**src/rtl/ifc_pkg.sv**
```systemverilog
// Package: shared layout of the interrupt control register.
// Assumes three sources, ordered timer / pin / port from high to low.
package ifc_pkg;
    localparam int NUM_SRC = 3;
    localparam int CTL_W   = 8;

    // Source index within the flag and enable fields.
    typedef enum int unsigned {
        SRC_PORT = 0,
        SRC_EXT  = 1,
        SRC_TMR  = 2
    } src_e;

    // Register image: bit 7 global enable, bit 6 reserved,
    // bits 5:3 enables, bits 2:0 flags.
    typedef struct packed {
        logic               gie;
        logic               rsv;
        logic [NUM_SRC-1:0] en;
        logic [NUM_SRC-1:0] flag;
    } ctl_reg_t;
endpackage

```
**src/rtl/ifc_sync_arm.sv**
```systemverilog
// Module: multi-stage synchroniser with a copy of the previous synced
// value and an arm signal that rises once that copy holds a real sample.
// Assumes STAGES >= 2 and a synchronous active-low reset.
module ifc_sync_arm #(
    parameter int WIDTH  = 1,
    parameter int STAGES = 2
) (
    input  logic             clk,
    input  logic             rst_n,
    input  logic [WIDTH-1:0] async_in,
    output logic [WIDTH-1:0] sync_q,
    output logic [WIDTH-1:0] prev_q,
    output logic             armed
);
    localparam int ARM_CNT = STAGES + 1;
    localparam int CW      = $clog2(ARM_CNT + 1);

    logic [STAGES-1:0][WIDTH-1:0] chain;
    logic [CW-1:0]                arm_cnt;

    // Shift the raw input through the synchroniser stages.
    always_ff @(posedge clk) begin
        if (!rst_n) begin
            chain <= '0;
        end else begin
            chain[0] <= async_in;
            for (int i = 1; i < STAGES; i++) begin
                chain[i] <= chain[i-1];
            end
        end
    end

    // Keep the previous synchronised value for comparison.
    always_ff @(posedge clk) begin
        if (!rst_n) prev_q <= '0;
        else        prev_q <= chain[STAGES-1];
    end

    // Count edges since reset until the comparison copy is valid.
    always_ff @(posedge clk) begin
        if (!rst_n)                      arm_cnt <= '0;
        else if (arm_cnt != CW'(ARM_CNT)) arm_cnt <= arm_cnt + 1'b1;
    end

    assign sync_q = chain[STAGES-1];
    assign armed  = (arm_cnt == CW'(ARM_CNT));

    // Once armed, detection stays enabled until the next reset.
    p_arm_holds_r11: assert property (@(posedge clk) disable iff (!rst_n)
        armed |=> armed);
endmodule

```
**src/rtl/ifc_event_detect.sv**
```systemverilog
// Module: turns the pin, the port slice and the timer value into one-cycle
// event pulses, one per source. Assumes the timer is in the clock domain,
// while the pin and the port are asynchronous.
module ifc_event_detect
    import ifc_pkg::*;
#(
    parameter int PORT_W      = 4,
    parameter int TMR_W       = 8,
    parameter int SYNC_STAGES = 2
) (
    input  logic               clk,
    input  logic               rst_n,
    input  logic               ext_pin,
    input  logic               rise_sel,
    input  logic [PORT_W-1:0]  port_in,
    input  logic [TMR_W-1:0]   tmr_val,
    output logic [NUM_SRC-1:0] evt
);
    logic              ext_cur, ext_prev, ext_armed;
    logic [PORT_W-1:0] port_cur, port_prev, bit_chg;
    logic              port_armed;
    logic [TMR_W-1:0]  tmr_prev;

    ifc_sync_arm #(.WIDTH(1), .STAGES(SYNC_STAGES)) u_ext_sync (
        .clk(clk), .rst_n(rst_n), .async_in(ext_pin),
        .sync_q(ext_cur), .prev_q(ext_prev), .armed(ext_armed)
    );

    ifc_sync_arm #(.WIDTH(PORT_W), .STAGES(SYNC_STAGES)) u_port_sync (
        .clk(clk), .rst_n(rst_n), .async_in(port_in),
        .sync_q(port_cur), .prev_q(port_prev), .armed(port_armed)
    );

    // Per-bit change detection on the port slice.
    for (genvar g = 0; g < PORT_W; g++) begin : g_chg
        assign bit_chg[g] = port_cur[g] ^ port_prev[g];
    end

    // Remember the last timer value to spot the wrap.
    always_ff @(posedge clk) begin
        if (!rst_n) tmr_prev <= '0;
        else        tmr_prev <= tmr_val;
    end

    // Combine the detections into per-source pulses.
    always_comb begin
        evt           = '0;
        evt[SRC_EXT]  = ext_armed & (rise_sel ? (ext_cur & ~ext_prev)
                                              : (~ext_cur & ext_prev));
        evt[SRC_PORT] = port_armed & (|bit_chg);
        evt[SRC_TMR]  = (tmr_prev == '1) && (tmr_val == '0);
    end

    // A pin event needs the armed synchroniser.
    p_ext_needs_arm_r11: assert property (@(posedge clk) disable iff (!rst_n)
        evt[SRC_EXT] |-> (ext_armed && (ext_cur != ext_prev)));
endmodule

```
**src/rtl/ifc_flag_bank.sv**
```systemverilog
// Module: control register with sticky flags, enables and the global
// enable. A hardware set beats a software clear in the same cycle.
// Assumes one-cycle hw_set pulses and single-cycle write strobes.
module ifc_flag_bank
    import ifc_pkg::*;
(
    input  logic               clk,
    input  logic               rst_n,
    input  logic [NUM_SRC-1:0] hw_set,
    input  logic               wr_en,
    input  ctl_reg_t           wr_data,
    input  logic               irq_ack,
    input  logic               irq_ret,
    output ctl_reg_t           ctl_q
);
    logic [NUM_SRC-1:0] flag_q;
    logic [NUM_SRC-1:0] en_q;
    logic               gie_q;

    // One sticky flag per source; hardware set has priority.
    for (genvar s = 0; s < NUM_SRC; s++) begin : g_flag
        always_ff @(posedge clk) begin
            if (!rst_n)          flag_q[s] <= 1'b0;
            else if (hw_set[s])  flag_q[s] <= 1'b1;
            else if (wr_en)      flag_q[s] <= wr_data.flag[s];
        end

        p_flag_sticky_r5: assert property (@(posedge clk) disable iff (!rst_n)
            (flag_q[s] && !wr_en) |=> flag_q[s]);
        p_set_wins_r6: assert property (@(posedge clk) disable iff (!rst_n)
            hw_set[s] |=> flag_q[s]);
    end

    // Enables load only from software.
    always_ff @(posedge clk) begin
        if (!rst_n)     en_q <= '0;
        else if (wr_en) en_q <= wr_data.en;
    end

    // Global enable: accept clears, return sets, then the write.
    always_ff @(posedge clk) begin
        if (!rst_n)        gie_q <= 1'b0;
        else if (irq_ack)  gie_q <= 1'b0;
        else if (irq_ret)  gie_q <= 1'b1;
        else if (wr_en)    gie_q <= wr_data.gie;
    end

    // Assemble the visible register image.
    always_comb begin
        ctl_q      = '0;
        ctl_q.gie  = gie_q;
        ctl_q.en   = en_q;
        ctl_q.flag = flag_q;
    end

    p_accept_clears_r10: assert property (@(posedge clk) disable iff (!rst_n)
        irq_ack |=> !gie_q);
    p_return_sets_r10: assert property (@(posedge clk) disable iff (!rst_n)
        (irq_ret && !irq_ack) |=> gie_q);
endmodule

```
**src/rtl/intr_flag_ctrl.sv**
```systemverilog
// Module: top of the interrupt flag and wake controller. Joins the event
// detector and the control register and forms the request outputs.
// Assumes the core samples irq_req and the sleep logic samples
// wake_req / wake_vector in the clock domain of clk.
module intr_flag_ctrl
    import ifc_pkg::*;
#(
    parameter int PORT_W      = 4,
    parameter int TMR_W       = 8,
    parameter int SYNC_STAGES = 2
) (
    input  logic              clk,
    input  logic              rst_n,
    input  logic              ext_pin,
    input  logic              ext_rise_sel,
    input  logic [PORT_W-1:0] port_hi,
    input  logic [TMR_W-1:0]  tmr_count,
    input  logic              ctl_wr_en,
    input  logic [7:0]        ctl_wr_data,
    output logic [7:0]        ctl_rd_data,
    input  logic              core_asleep,
    input  logic              irq_accept,
    input  logic              irq_return,
    output logic              irq_req,
    output logic              wake_req,
    output logic              wake_vector
);
    logic [NUM_SRC-1:0] src_evt;
    ctl_reg_t           wr_img;
    ctl_reg_t           ctl_q;
    logic               pending;
    logic               unused_rsv;

    ifc_event_detect #(
        .PORT_W(PORT_W), .TMR_W(TMR_W), .SYNC_STAGES(SYNC_STAGES)
    ) u_detect (
        .clk(clk), .rst_n(rst_n), .ext_pin(ext_pin), .rise_sel(ext_rise_sel),
        .port_in(port_hi), .tmr_val(tmr_count), .evt(src_evt)
    );

    assign wr_img     = ctl_reg_t'(ctl_wr_data);
    assign unused_rsv = wr_img.rsv;

    ifc_flag_bank u_bank (
        .clk(clk), .rst_n(rst_n), .hw_set(src_evt), .wr_en(ctl_wr_en),
        .wr_data(wr_img), .irq_ack(irq_accept), .irq_ret(irq_return),
        .ctl_q(ctl_q)
    );

    // Request outputs from the register image.
    always_comb begin
        pending     = |(ctl_q.flag & ctl_q.en);
        irq_req     = ctl_q.gie & pending;
        wake_req    = core_asleep & pending;
        wake_vector = wake_req & ctl_q.gie;
        ctl_rd_data = CTL_W'(ctl_q);
    end

    p_ext_event_flags_r1: assert property (@(posedge clk) disable iff (!rst_n)
        src_evt[SRC_EXT] |=> ctl_rd_data[1]);
    p_tmr_event_flags_r3: assert property (@(posedge clk) disable iff (!rst_n)
        src_evt[SRC_TMR] |=> ctl_rd_data[2]);
    p_irq_needs_gie_r7: assert property (@(posedge clk) disable iff (!rst_n)
        irq_req |-> ctl_rd_data[7]);
    p_wake_ignores_gie_r8: assert property (@(posedge clk) disable iff (!rst_n)
        (core_asleep && ctl_rd_data[1] && ctl_rd_data[4]) |-> wake_req);
    p_vector_needs_gie_r9: assert property (@(posedge clk) disable iff (!rst_n)
        wake_vector |-> (wake_req && ctl_rd_data[7]));
endmodule

```
**config.mk**
```make
export PLATFORM = sky130hd
export DESIGN_NAME = intr_flag_ctrl
export DESIGN_NICKNAME = d
export VERILOG_FILES = /design/src/rtl/ifc_pkg.sv /design/src/rtl/ifc_sync_arm.sv /design/src/rtl/ifc_event_detect.sv /design/src/rtl/ifc_flag_bank.sv /design/src/rtl/intr_flag_ctrl.sv
export SDC_FILE = /design/constraint.sdc
export NUM_CORES = 1
export LEC_CHECK = 0
export BUFFER_PORTS_ARGS = -buffer_cell sky130_fd_sc_hd__buf_2
export CAP_MARGIN = 5
export CELL_PAD_IN_SITES_DETAIL_PLACEMENT = 0
export CELL_PAD_IN_SITES_GLOBAL_PLACEMENT = 1
export CORE_UTILIZATION = 40
export DETAILED_ROUTE_END_ITERATION = 8
export PLACE_DENSITY_LB_ADDON = 0.1
export SETUP_SLACK_MARGIN = 0.5
export SYNTH_ARGS = -nofsm -noshare
export SYNTH_HDL_FRONTEND = slang
export SYNTH_SLANG_ARGS = --single-unit
```
**constraint.sdc**
```tcl
create_clock -name clk -period 2.39 [get_ports clk]
set_input_delay 0.239 -clock clk [delete_from_list [all_inputs] [get_ports clk]]
set_output_delay 0.239 -clock clk [all_outputs]
set_load 0.005 [all_outputs]
```
==> key figures, run 1 <==
Global route
  – Antenna violations before repair: 0
  – Global Route Usage Sum: 12.5%
  – Largest net degree at the start of global routing: 35
  – Vias in the first global route: 689
  – Global-route wire length before repair: 2880 um
  – Grt total ovfl: 0

Worst setup path
  – Crit start category: register
  – Data arrival time of the critical path: roughly 1.4 ns
  – Crit Path Category: reg2out
  – Type of destination of the critical path: output pin
  – Crit-path max FO: 3
  – CP required: approximately 2.2 ns
  – Reg2Reg Depth: 3

Clocking
  – Clock tree sinks: 34
  – CTS Root Cell: clkbuf_4
  – PostCTS Resize Cnt: 0
  – Clk Latency, worst-skew pair: around 0.33 ns
  – Inserted Clock Buffers: 5
  – Deepest clock path buffer count: 2
  – H-tree depth: 2
  – CTS Hold Buffers Added: 0
  – CTS tree: done
  – CTS clk-pin slew, worst paths: 0.10 ns
  – Setup Fix Bufs, Post-CTS: 0

Logic synthesis
  – Compound-Gate Fraction of Synth Area: 4.49%
  – Cell variety after synth: 20
  – Main synth FF type: dfxtp_1
  – Flops & latches, synth: 34
  – Synth cell count leaders: 34 x dfxtp_1, 25 x and2_1, 8 x mux2i_1, 8 x nor2b_1
  – Post-Syn Nets: 136
  – Post-Synth Simple-Gate Area: around 23%
  – YS warnings: 0
  – Top cells by area, synth: dfxtp_1 57%, and2_1 13%, mux2i_1 6.7%
  – Main combinational cell family by area after synthesis: simple AND/OR/NAND/NOR gates
  – Share of the synthesized area in the top cell type: between 50% and 60%
  – Xor-xnor portion of the synthesized cell area: between 4 and 5%
  – Post-Synth Adder-Cell Area: 2.09%
  – Most frequent cell after synthesis: dfxtp_1
  – Post-synth ARST share: 0%
  – Biggest area consumer among synthesized cells: dfxtp_1
  – Synth Instances: 106
  – Multiplexer area fraction after synthesis: under 10%
  – Syn_area_per_cell: 11.3 sq um
  – Post-synth EDFFs: 0
  – Post-synthesis sequential area ratio: between 50% and 60%
  – Synthesized area: 1200 sq um

Detailed routing
  – Final wirelength: 1790 um
  – Via count: 791
  – DR WL/cell: 10.2 um
  – Drc violations: 9
  – DRT Pass-1 Iters: 6
  – 1st-iter DRT viols: 16
  – Vias/cell: 4.52
  – Final ANT Viol Nets: 0

Cells and area
  – Storage cell area: 681 sq um
  – NumNets Final: 173
  – Layout cell share with drive strength beyond 1: 31.3%
  – Fill cell count: 275
  – Layout area overhead: 21.1%
  – ANT cells: 0
  – Multi-input logic area: about 490 sq um
  – Core Util, Final: 51.7%
  – Finished Cell Area: 1450 sq um

Outcome
  – Status: complete, but fails checks
  – Violated checks: DRC

Power and ir drop
  – Pint: 0.814 mW
  – Power share of the combinational group: 10.4%
  – Pwr Density: 733 nW/um^2
  – Clock share of power: between 30% and 40%
  – Leakage power: 0.676 nW
  – Net switching power figure: about 0.25 mW
  – Reg power frac: roughly three fifths
  – Switching share of power: 23.5%
  – Max VDD drop: 0.465 mV

Floorplanning
  – Die Y: 56.7 um
  – Chip width: ~57 um
  – Core area: 2810 sq um
  – Initial Util: a little over two fifths
  – Die area: about 3200 sq um
  – # IOs: 39
  – Num rows: 19

Placement
  – Placed inst area: 1390 sq um
  – Detail Placement HPWL: around 1300 um
  – Gpl congestion: 0.676
  – IO Port Bufs: 36

Flow run
  – Max Cap Viol: 0

Hold path
  – Worst Hold Class: in2reg
  – Hold Path Cell Cnt: 2

Timing
  – Final hold vios: 0
  – Fin crit period: 1.68 ns
  – Fin. max-slew vios: 0
  – Fmax: 597 MHz
  – Setup TNS: 0 ns
  – Tcrit/Tclk final: 70.1%
  – Worst Clk Skew: 0.00657 ns
  – # setup viols final: 0
  – RSZ-0062 raised after global routing: no
  – Hold Slack: between 0.05 and 0.06 ns
==> stage by stage <==
stage                     power, mW  cells  setup WS, ns
after global routing           1.13    175         0.574
after CTS                      1.09    175         0.684
after global placement        0.747    167         0.800
after floorplan               0.712    106         0.968
after detailed placement      0.755    167         0.791
final                          1.06    175         0.714
==> power by group through the flow <==
stage / clock (mW) / sequential, mW / combinational [mW]
after floorplan: 0 / 0.636 / 0.0754
after global placement: 0 / 0.638 / 0.108
after detailed placement: 0 / 0.641 / 0.114
after CTS: 0.343 / 0.628 / 0.114
after global routing: 0.375 / 0.632 / 0.126
final: 0.327 / 0.627 / 0.111
==> layout make-up <==
cell class	instances	area share, %
well taps	31	2.67
repair buffers	36	12.4
multi-input cells	66	33.6
flip-flops and latches	34	46.9
clock inverters	2	0.862
clock buffers	6	3.53
==> path summary, 6_finish.rpt <==
path / startpoint / slack [ns] / end
min: irq_accept / 0.06 / u_bank.gie_q
max: u_bank.en_q[1] / 0.71 / wake_vector
max reg2reg: u_detect.tmr_prev[2] / 1.31 / u_bank.ctl_q[2]
min reg2reg: u_detect.u_port_sync.chain[1] / 0.44 / u_detect.u_port_sync.sync_q[1]
==> metal layers <==
metal  up-vias  GRT usage, %  wire, um
li1        423             -         -
met3         3          5.30       175
met2        34          18.4       725
met1       331          14.0       863
met5         -             0         0
met4         0          10.5        25
==> cell usage in the layout (no fill, tap or decap) <==
master      count
buf_2          36
dfxtp_1        34
and2_1         25
nor2b_1         8
mux2i_1         8
clkbuf_4        5
xor2_1          4
a21boi_1        3
or4_1           3
xnor2_1         2
nand4_1         2
nor3b_1         2
ha_1            2
a222oi_1        1
and2_2          1
o41ai_1         1
and3b_1         1
o21ai_1         1
a211oi_1        1
conb_1          1
clkinv_2        1
clkinvlp_4      1
clkbuf_8        1
==> state kept, by name (all words and copies together), names as in the netlist, 2 cells and up <==
signal	cells
u_detect.u_port_sync.sync_q	4
u_detect.u_ext_sync.arm_cnt	2
u_detect.tmr_prev	8
u_bank.ctl_q	3
u_detect.u_port_sync.chain	4
u_detect.u_port_sync.prev_q	4
u_bank.en_q	3
u_detect.u_port_sync.arm_cnt	2
==> logic make-up (layout without fill, tap and decap cells) <==
logic type,after synthesis,count (layout)
fa+ha+maj,2,2
buf+inv,6,44
mux,8,8
xor+xnor,6,6
flops,34,34
other cells,1,1
simple gates,42,42
compound gates,7,7
==> critical path, cell delays in order (launching register included) <==
cell and delay (ns):
dfxtp_1 0.33, a222oi_1 0.41, nor2b_1 0.10, and2_1 0.16, buf_2 0.12
(Power assumes the default switching activity.)
==> inputs of run 2 (changes only) <==
- CORE_UTILIZATION: 40 -> 37
- clock period: 2.39 -> 1.7 ns (I/O delays scaled with it)
==> key figures, run 2 (synthesis results as in run 1) <==
Outcome
  – Status: finished, final reports clean

Cells and area
  – Finished Cell Area: 1500 sq um (+3.5%)
  – Non-filler cells, final: 190 (+8.6%)
  – Max FFs per register: 8 (unchanged)
  – Layout area overhead: 25.4%
  – Multi-input logic area: 499 sq um (+2.3%)
  – Most common cell after layout, fill and taps aside: buf_2
  – NumNets Final: 175 (+1.2%)
  – Storage cell area: 684 sq um (+0.55%)
  – Fill cell count: 307 (+12%)
  – Largest reg by FF count: u_detect.tmr_prev
  – ANT cells: 0 (unchanged)
  – Core Util, Final: 49.2% (-2.5 points)
  – Layout cell share with drive strength beyond 1: 34.9% (+3.7 points)
  – Most frequent cells in the layout: 35 x buf_2, 31 x dfxtp_1, 25 x and2_1

Timing
  – Final hold vios: 0 (unchanged)
  – Fin crit period: 1.60 ns
  – Worst Clk Skew: 0.00349 ns (-0.00308 ns)
  – Setup TNS: 0 ns (unchanged)
  – Tcrit/Tclk final: between 90% and 100%
  – Fin. max-slew vios: 0 (unchanged)
  – Fmax: between 600 and 700 MHz
  – RSZ-0062 raised after global routing: yes
  – # setup viols final: 0 (unchanged)

Global route
  – Grt total ovfl: 0 (unchanged)
  – Vias in the first global route: 752 (+9.1%)
  – Global-route wire length before repair: 3240 um (+12%)
  – Antenna violations before repair: 0 (unchanged)
  – Largest net degree at the start of global routing: 35 (unchanged)
  – Global Route Usage Sum: 13.1% (+0.59 points)

Detailed routing
  – Final wirelength: 1930 um (+8.0%)
  – 1st-iter DRT viols: 42 (+26)
  – DRT Pass-1 Iters: 4 (-2)
  – DR WL/cell: 10.2 um (-0.48%)
  – Via count: 830 (+4.9%)
  – Final ANT Viol Nets: 0 (unchanged)
  – Drc violations: 0 (-9)
  – Vias/cell: 4.37 (-3.4%)

Floorplanning
  – Die Y: 58.9 um (+3.8%)
  – Core area: 3050 sq um (+8.8%)
  – Num rows: 20 (+1)
  – Die area: 3470 sq um (+7.8%)
  – # IOs: 39 (unchanged)
  – Chip width: 58.9 um (+3.8%)
  – Initial Util: 39.3% (-3.5 points)

Clocking
  – Clock tree sinks: 34 (unchanged)
  – CTS clk-pin slew, worst paths: 0.10 ns (about the same)
  – Clk Latency, worst-skew pair: 0.32 ns (about the same)
  – Deepest clock path buffer count: 2 (unchanged)
  – CTS tree: done
  – CTS Root Cell: clkbuf_4
  – Inserted Clock Buffers: 5 (unchanged)
  – H-tree depth: 2 (unchanged)

Power and ir drop
  – Leakage power: 0.692 nW (+2.4%)
  – Max VDD drop: 0.453 mV (-2.6%)
  – Total power: 1.50 mW (+41%)
  – Pwr Density: 995 nW/um^2 (+36%)

Worst setup path
  – CP cell instances: a222oi_1, nor2b_1, and2_1, buf_2
  – Type of destination of the critical path: output pin
  – R2R Setup Slk: 0.58 ns (-0.73 ns)
  – CP required: 1.53 ns (-0.62 ns)
  – Slowest stage delay, CP: 0.41 ns (about the same)
  – Crit-path max FO: 3 (unchanged)
  – Crit Path Category: reg2out
  – Data arrival time of the critical path: 1.43 ns (about the same)
  – Slowest library cell on the worst path: a222oi_1
  – Crit path buffers/inverters: 1 (unchanged)
  – Crit start category: register
  – Cell family with most CP delay: compound AO/OA/AOI/OAI gates

Placement
  – Detail Placement HPWL: 1320 um (+3.0%)
  – IO Port Bufs: 36 (unchanged)
  – Inst Count DP: 180 (+7.8%)
  – Gpl congestion: 0.735 (+8.7%)
  – Placed inst area: 1400 sq um (+1.2%)

Flow run
  – Max Cap Viol: 0 (unchanged)

Hold path
  – Worst Hold Class: in2reg
## run 2: metrics by stage
step | setup WS (ns) | hold slack [ns]
3_5_place_dp | 0.159 | 0.340
4_1_cts | 0.0506 | 0.0295
6_report | 0.102 | 0.0432
3_3_place_gp | 0.163 | 0.333
2_1_floorplan | 0.347 | 0.246
5_1_grt | -0.0168 | 0.0248
## run 2: power breakdown
part / switching, mW / total [mW] / internal, mW
Clock: 0.248 / 0.449 / 0.200
Combinational: 0.0674 / 0.167 / 0.0992
Sequential: 0.0269 / 0.880 / 0.854
## run 2: what timing repair did
action,in CTS,in global routing
setup endpoints to repair,3,4
hold buffers,1,0
pin swaps,2,4
buffers inserted,1,0
gates cloned,0,0
gates resized for setup,1,6
endpoints found under the hold margin,1,0
## run 2: path summary, 6_finish.rpt
kind,from,cells after the start,to
setup / recovery,u_bank.en_q[1],4,wake_vector
hold / removal,tmr_count[7],2,u_detect.tmr_prev[7]
setup reg to reg,u_detect.tmr_prev[6],3,u_bank.ctl_q[2]
hold reg to reg,u_detect.u_ext_sync.chain[0],1,u_detect.u_ext_sync.sync_q
## run 2: area by class of cell
cell class	count	area share, %
Clock buffer	7	3.66
Sequential cell	34	45.5
Multi-Input combinational cell	66	33.2
Timing Repair Buffer	38	13.6
Clock inverter	1	0.333
Tap cell	44	3.66
## run 2: layer usage
metal,vias to the layer above,share of wire [%],track usage (%)
met3,2,7.4,6.15
li1,430,-,-
met5,-,0,0
met4,0,1.2,8.16
met2,26,46,20.3
met1,372,46,14.5
==> inputs of run 3 (changes only) <==
- ABC_AREA: unset -> 1
- CORE_UTILIZATION: 37 -> 35
==> key figures, run 3 <==
Outcome
  – Status: finished, final reports clean

Clocking
  – Inserted Clock Buffers: 5 (unchanged)
  – Deepest clock path buffer count: 2 (unchanged)
  – CTS Hold Buffers Added: 0 (-1)
  – Clk Latency, worst-skew pair: 0.28 ns (-0.04 ns)
  – CTS Root Cell: clkbuf_8
  – CTS clk-pin slew, worst paths: 0.06 ns (-0.04 ns)
  – H-tree depth: 2 (unchanged)
  – CTS tree: done
  – Clock tree sinks: 34 (unchanged)

Cells and area
  – Fill cell count: 359 (+17%)
  – Max FFs per register: 8 (unchanged)
  – Layout area overhead: 24.6%
  – Layout cell share with drive strength beyond 1: 28.5% (-6.4 points)
  – Non-filler cells, final: 253 (+33%)
  – Most frequent cells in the layout: 41 x nand2_1, 38 x inv_1, 36 x buf_2
  – Finished Cell Area: 1620 sq um (+7.5%)
  – Most common cell after layout, fill and taps aside: nand2_1
  – NumNets Final: 238 (+36%)
  – Largest reg by FF count: u_detect.tmr_prev
  – ANT cells: 0 (unchanged)

Detailed routing
  – Vias/cell: 4.06 (-7.0%)
  – Final wirelength: 2090 um (+8.2%)
  – Drc violations: 0 (unchanged)
  – DRT Pass-1 Iters: 4 (unchanged)
  – Via count: 1028 (+24%)
  – 1st-iter DRT viols: 50 (+19%)
  – Final ANT Viol Nets: 0 (unchanged)
  – DR WL/cell: 8.26 um (-19%)

Floorplanning
  – Die area: 3950 sq um (+14%)
  – Core area: 3440 sq um (+13%)
  – Num rows: 21 (+5.0%)
  – Initial Util: 37.7% (-1.6 points)
  – Die Y: 62.9 um (+6.7%)
  – # IOs: 39 (unchanged)
  – Chip width: 62.9 um (+6.7%)

Logic synthesis
  – Syn_area_per_cell: 7.72 sq um (-32%)
  – Synth Instances: 168 (+58%)
  – Synthesized area: 1300 sq um (+8.1%)
  – Post-synth EDFFs: 0 (unchanged)
  – Cell variety after synth: 19 (-5.0%)
  – YS warnings: 0 (unchanged)
  – Biggest area consumer among synthesized cells: dfxtp_1
  – Main synth FF type: dfxtp_1
  – Post-synth ARST share: 0% (unchanged)
  – Flops & latches, synth: 34 (unchanged)
  – Post-synthesis sequential area ratio: 52.5% (-4.3 points)
  – Synth cell count leaders: 45 x nand2_1, 38 x inv_1, 34 x dfxtp_1, 17 x nor2_1, 7 x a21oi_1
  – Most frequent cell after synthesis: nand2_1
  – Post-Syn Nets: 198 (+46%)
  – Top cells by area, synth: dfxtp_1 53%, nand2_1 13%, inv_1 11%
  – Share of the synthesized area in the top cell type: 52.5% (-4.3 points)

Worst setup path
  – CP required: 1.53 ns (about the same)
  – Most used cell, CP: nand2_2
  – Crit Path Category: reg2out
  – Slowest library cell on the worst path: dfxtp_2
  – Type of destination of the critical path: output pin
  – Data arrival time of the critical path: 0.98 ns (-0.45 ns)
  – Crit-path max FO: 3 (unchanged)
  – Slowest stage delay, CP: 0.35 ns (-0.06 ns)
  – Crit path buffers/inverters: 1 (unchanged)
  – CP cell instances: nand2_2, nand3_2, nand2_2, nor2_1, buf_2
  – Cell family with most CP delay: flip-flops
  – Crit start category: register

Power and ir drop
  – Max VDD drop: 0.634 mV (+40%)
  – Pwr Density: 1020 nW/um^2 (+2.4%)
  – Leakage power: 0.944 nW (+36%)

Global route
  – Largest net degree at the start of global routing: 30 (-14%)
  – Global-route wire length before repair: 3610 um (+11%)
  – Global Route Usage Sum: 12.3% (-0.78 points)
  – Antenna violations before repair: 0 (unchanged)
  – Grt total ovfl: 0 (unchanged)
  – Vias in the first global route: 911 (+21%)

Flow run
  – Max Cap Viol: 0 (unchanged)

Timing
  – Fmax: 870 MHz (+39%)
  – Final hold vios: 0 (unchanged)
  – # setup viols final: 0 (unchanged)
  – RSZ-0062 raised after global routing: yes
  – Fin. max-slew vios: 0 (unchanged)
  – Worst Clk Skew: 0.00447 ns (+0.000976 ns)
  – Setup TNS: 0 ns (unchanged)
  – Fin crit period: 1.15 ns (-0.449 ns)
  – Tcrit/Tclk final: 67.6% (-26 points)
  – Hold Slack: 0.0524 ns (+0.00922 ns)

Placement
  – IO Port Bufs: 36 (unchanged)
  – Gpl congestion: 0.665 (-9.6%)
  – Detail Placement HPWL: 1500 um (+14%)
  – Placed inst area: 1490 sq um (+6.0%)
  – Inst Count DP: 244 (+36%)

Hold path
  – Worst Hold Class: in2reg
-- run 3: cell count changes in the layout (fill, tap and decap cells not counted), sizes merged, moves of 7 or more --
| cell | delta |
|---|---|
| nand2 | +46 |
| inv | +38 |
| and2 | -26 |
| nor2 | +17 |
| nor2b | -8 |
| a21oi | +7 |
-- run 3: area by class of cell --
| cell class | count | area, sq um | share of cell area [%] |
|---|---|---|---|
| timing repair buffer | 39 | 203 | 12.5 |
| inverter | 39 | 151 | 9.37 |
| multi-input combinational | 89 | 433 | 26.8 |
| clock buffer | 6 | 82.6 | 5.11 |
| sequential | 34 | 688 | 42.6 |
| tap | 46 | 57.6 | 3.56 |
-- run 3: worst paths after layout --
| check | startpoint | slack, ns | cells past startpoint | to |
|---|---|---|---|---|
| worst max-delay path | u_bank.ctl_q[0] | 0.55 | 5 | wake_vector |
| worst min-delay path | irq_accept | 0.05 | 2 | u_bank.gie_q |
| worst max register to register | u_detect.u_ext_sync.arm_cnt[0] | 0.77 | 3 | u_detect.u_ext_sync.arm_cnt[1] |
| worst min register to register | u_detect.u_port_sync.chain[1] | 0.41 | 2 | u_detect.u_port_sync.sync_q[1] |
-- run 3: worst reg2reg max path: stages (launching register included) --
cell and delay, ns:
dfxtp_1 0.33, ha_1 0.28, o21ai_0 0.16, a21oi_1 0.05
-- run 3: cells by family (layout without fill, tap and decap cells) --
group / Yosys count / after routing / share of synthesized area (%)
simple gates: 67 / 67 / 20.4
buf+inv: 45 / 84 / 15.3
flops: 34 / 34 / 52.5
compound gates: 14 / 14 / 5.98
mux: 3 / 3 / 2.32
fa+ha+maj: 2 / 2 / 1.93
xor+xnor: 2 / 2 / 1.35
other cells: 1 / 1 / 0.289
-- run 3: metrics by stage --
| stage | setup WS, ns | total power [mW] | util, % |
|---|---|---|---|
| floorplan | 0.821 | 1.03 | - |
| global placement | 0.596 | 1.08 | 43.2 |
| detailed placement | 0.581 | 1.09 | 43.2 |
| CTS | 0.501 | 1.67 | 46.5 |
| global route | 0.481 | 1.76 | 46.9 |
| finish | 0.551 | 1.65 | 46.9 |
-- run 3: power breakdown --
group / total [mW] / internal, mW / switching [mW]
clock: 0.561 / 0.311 / 0.250
combinational: 0.187 / 0.0922 / 0.0947
sequential: 0.898 / 0.864 / 0.0336
-- run 3: what timing repair did --
| item | 4_1_cts | 5_1_grt |
|---|---|---|
| setup endpoints to repair | 1 | 3 |
| pin swaps | 0 | 2 |
| resized for setup | 6 | 5 |
| buffers inserted | 3 | 0 |
| gates cloned | 0 | 0 |
-- run 3: metal layers --
metal | up-vias | global-route usage (%) | part of all wire [%]
met5 | - | 0 | 0
met4 | 0 | 6.98 | 1.4
met3 | 5 | 8.21 | 8.5
met2 | 34 | 18.5 | 46
li1 | 561 | - | -
met1 | 428 | 12.9 | 44
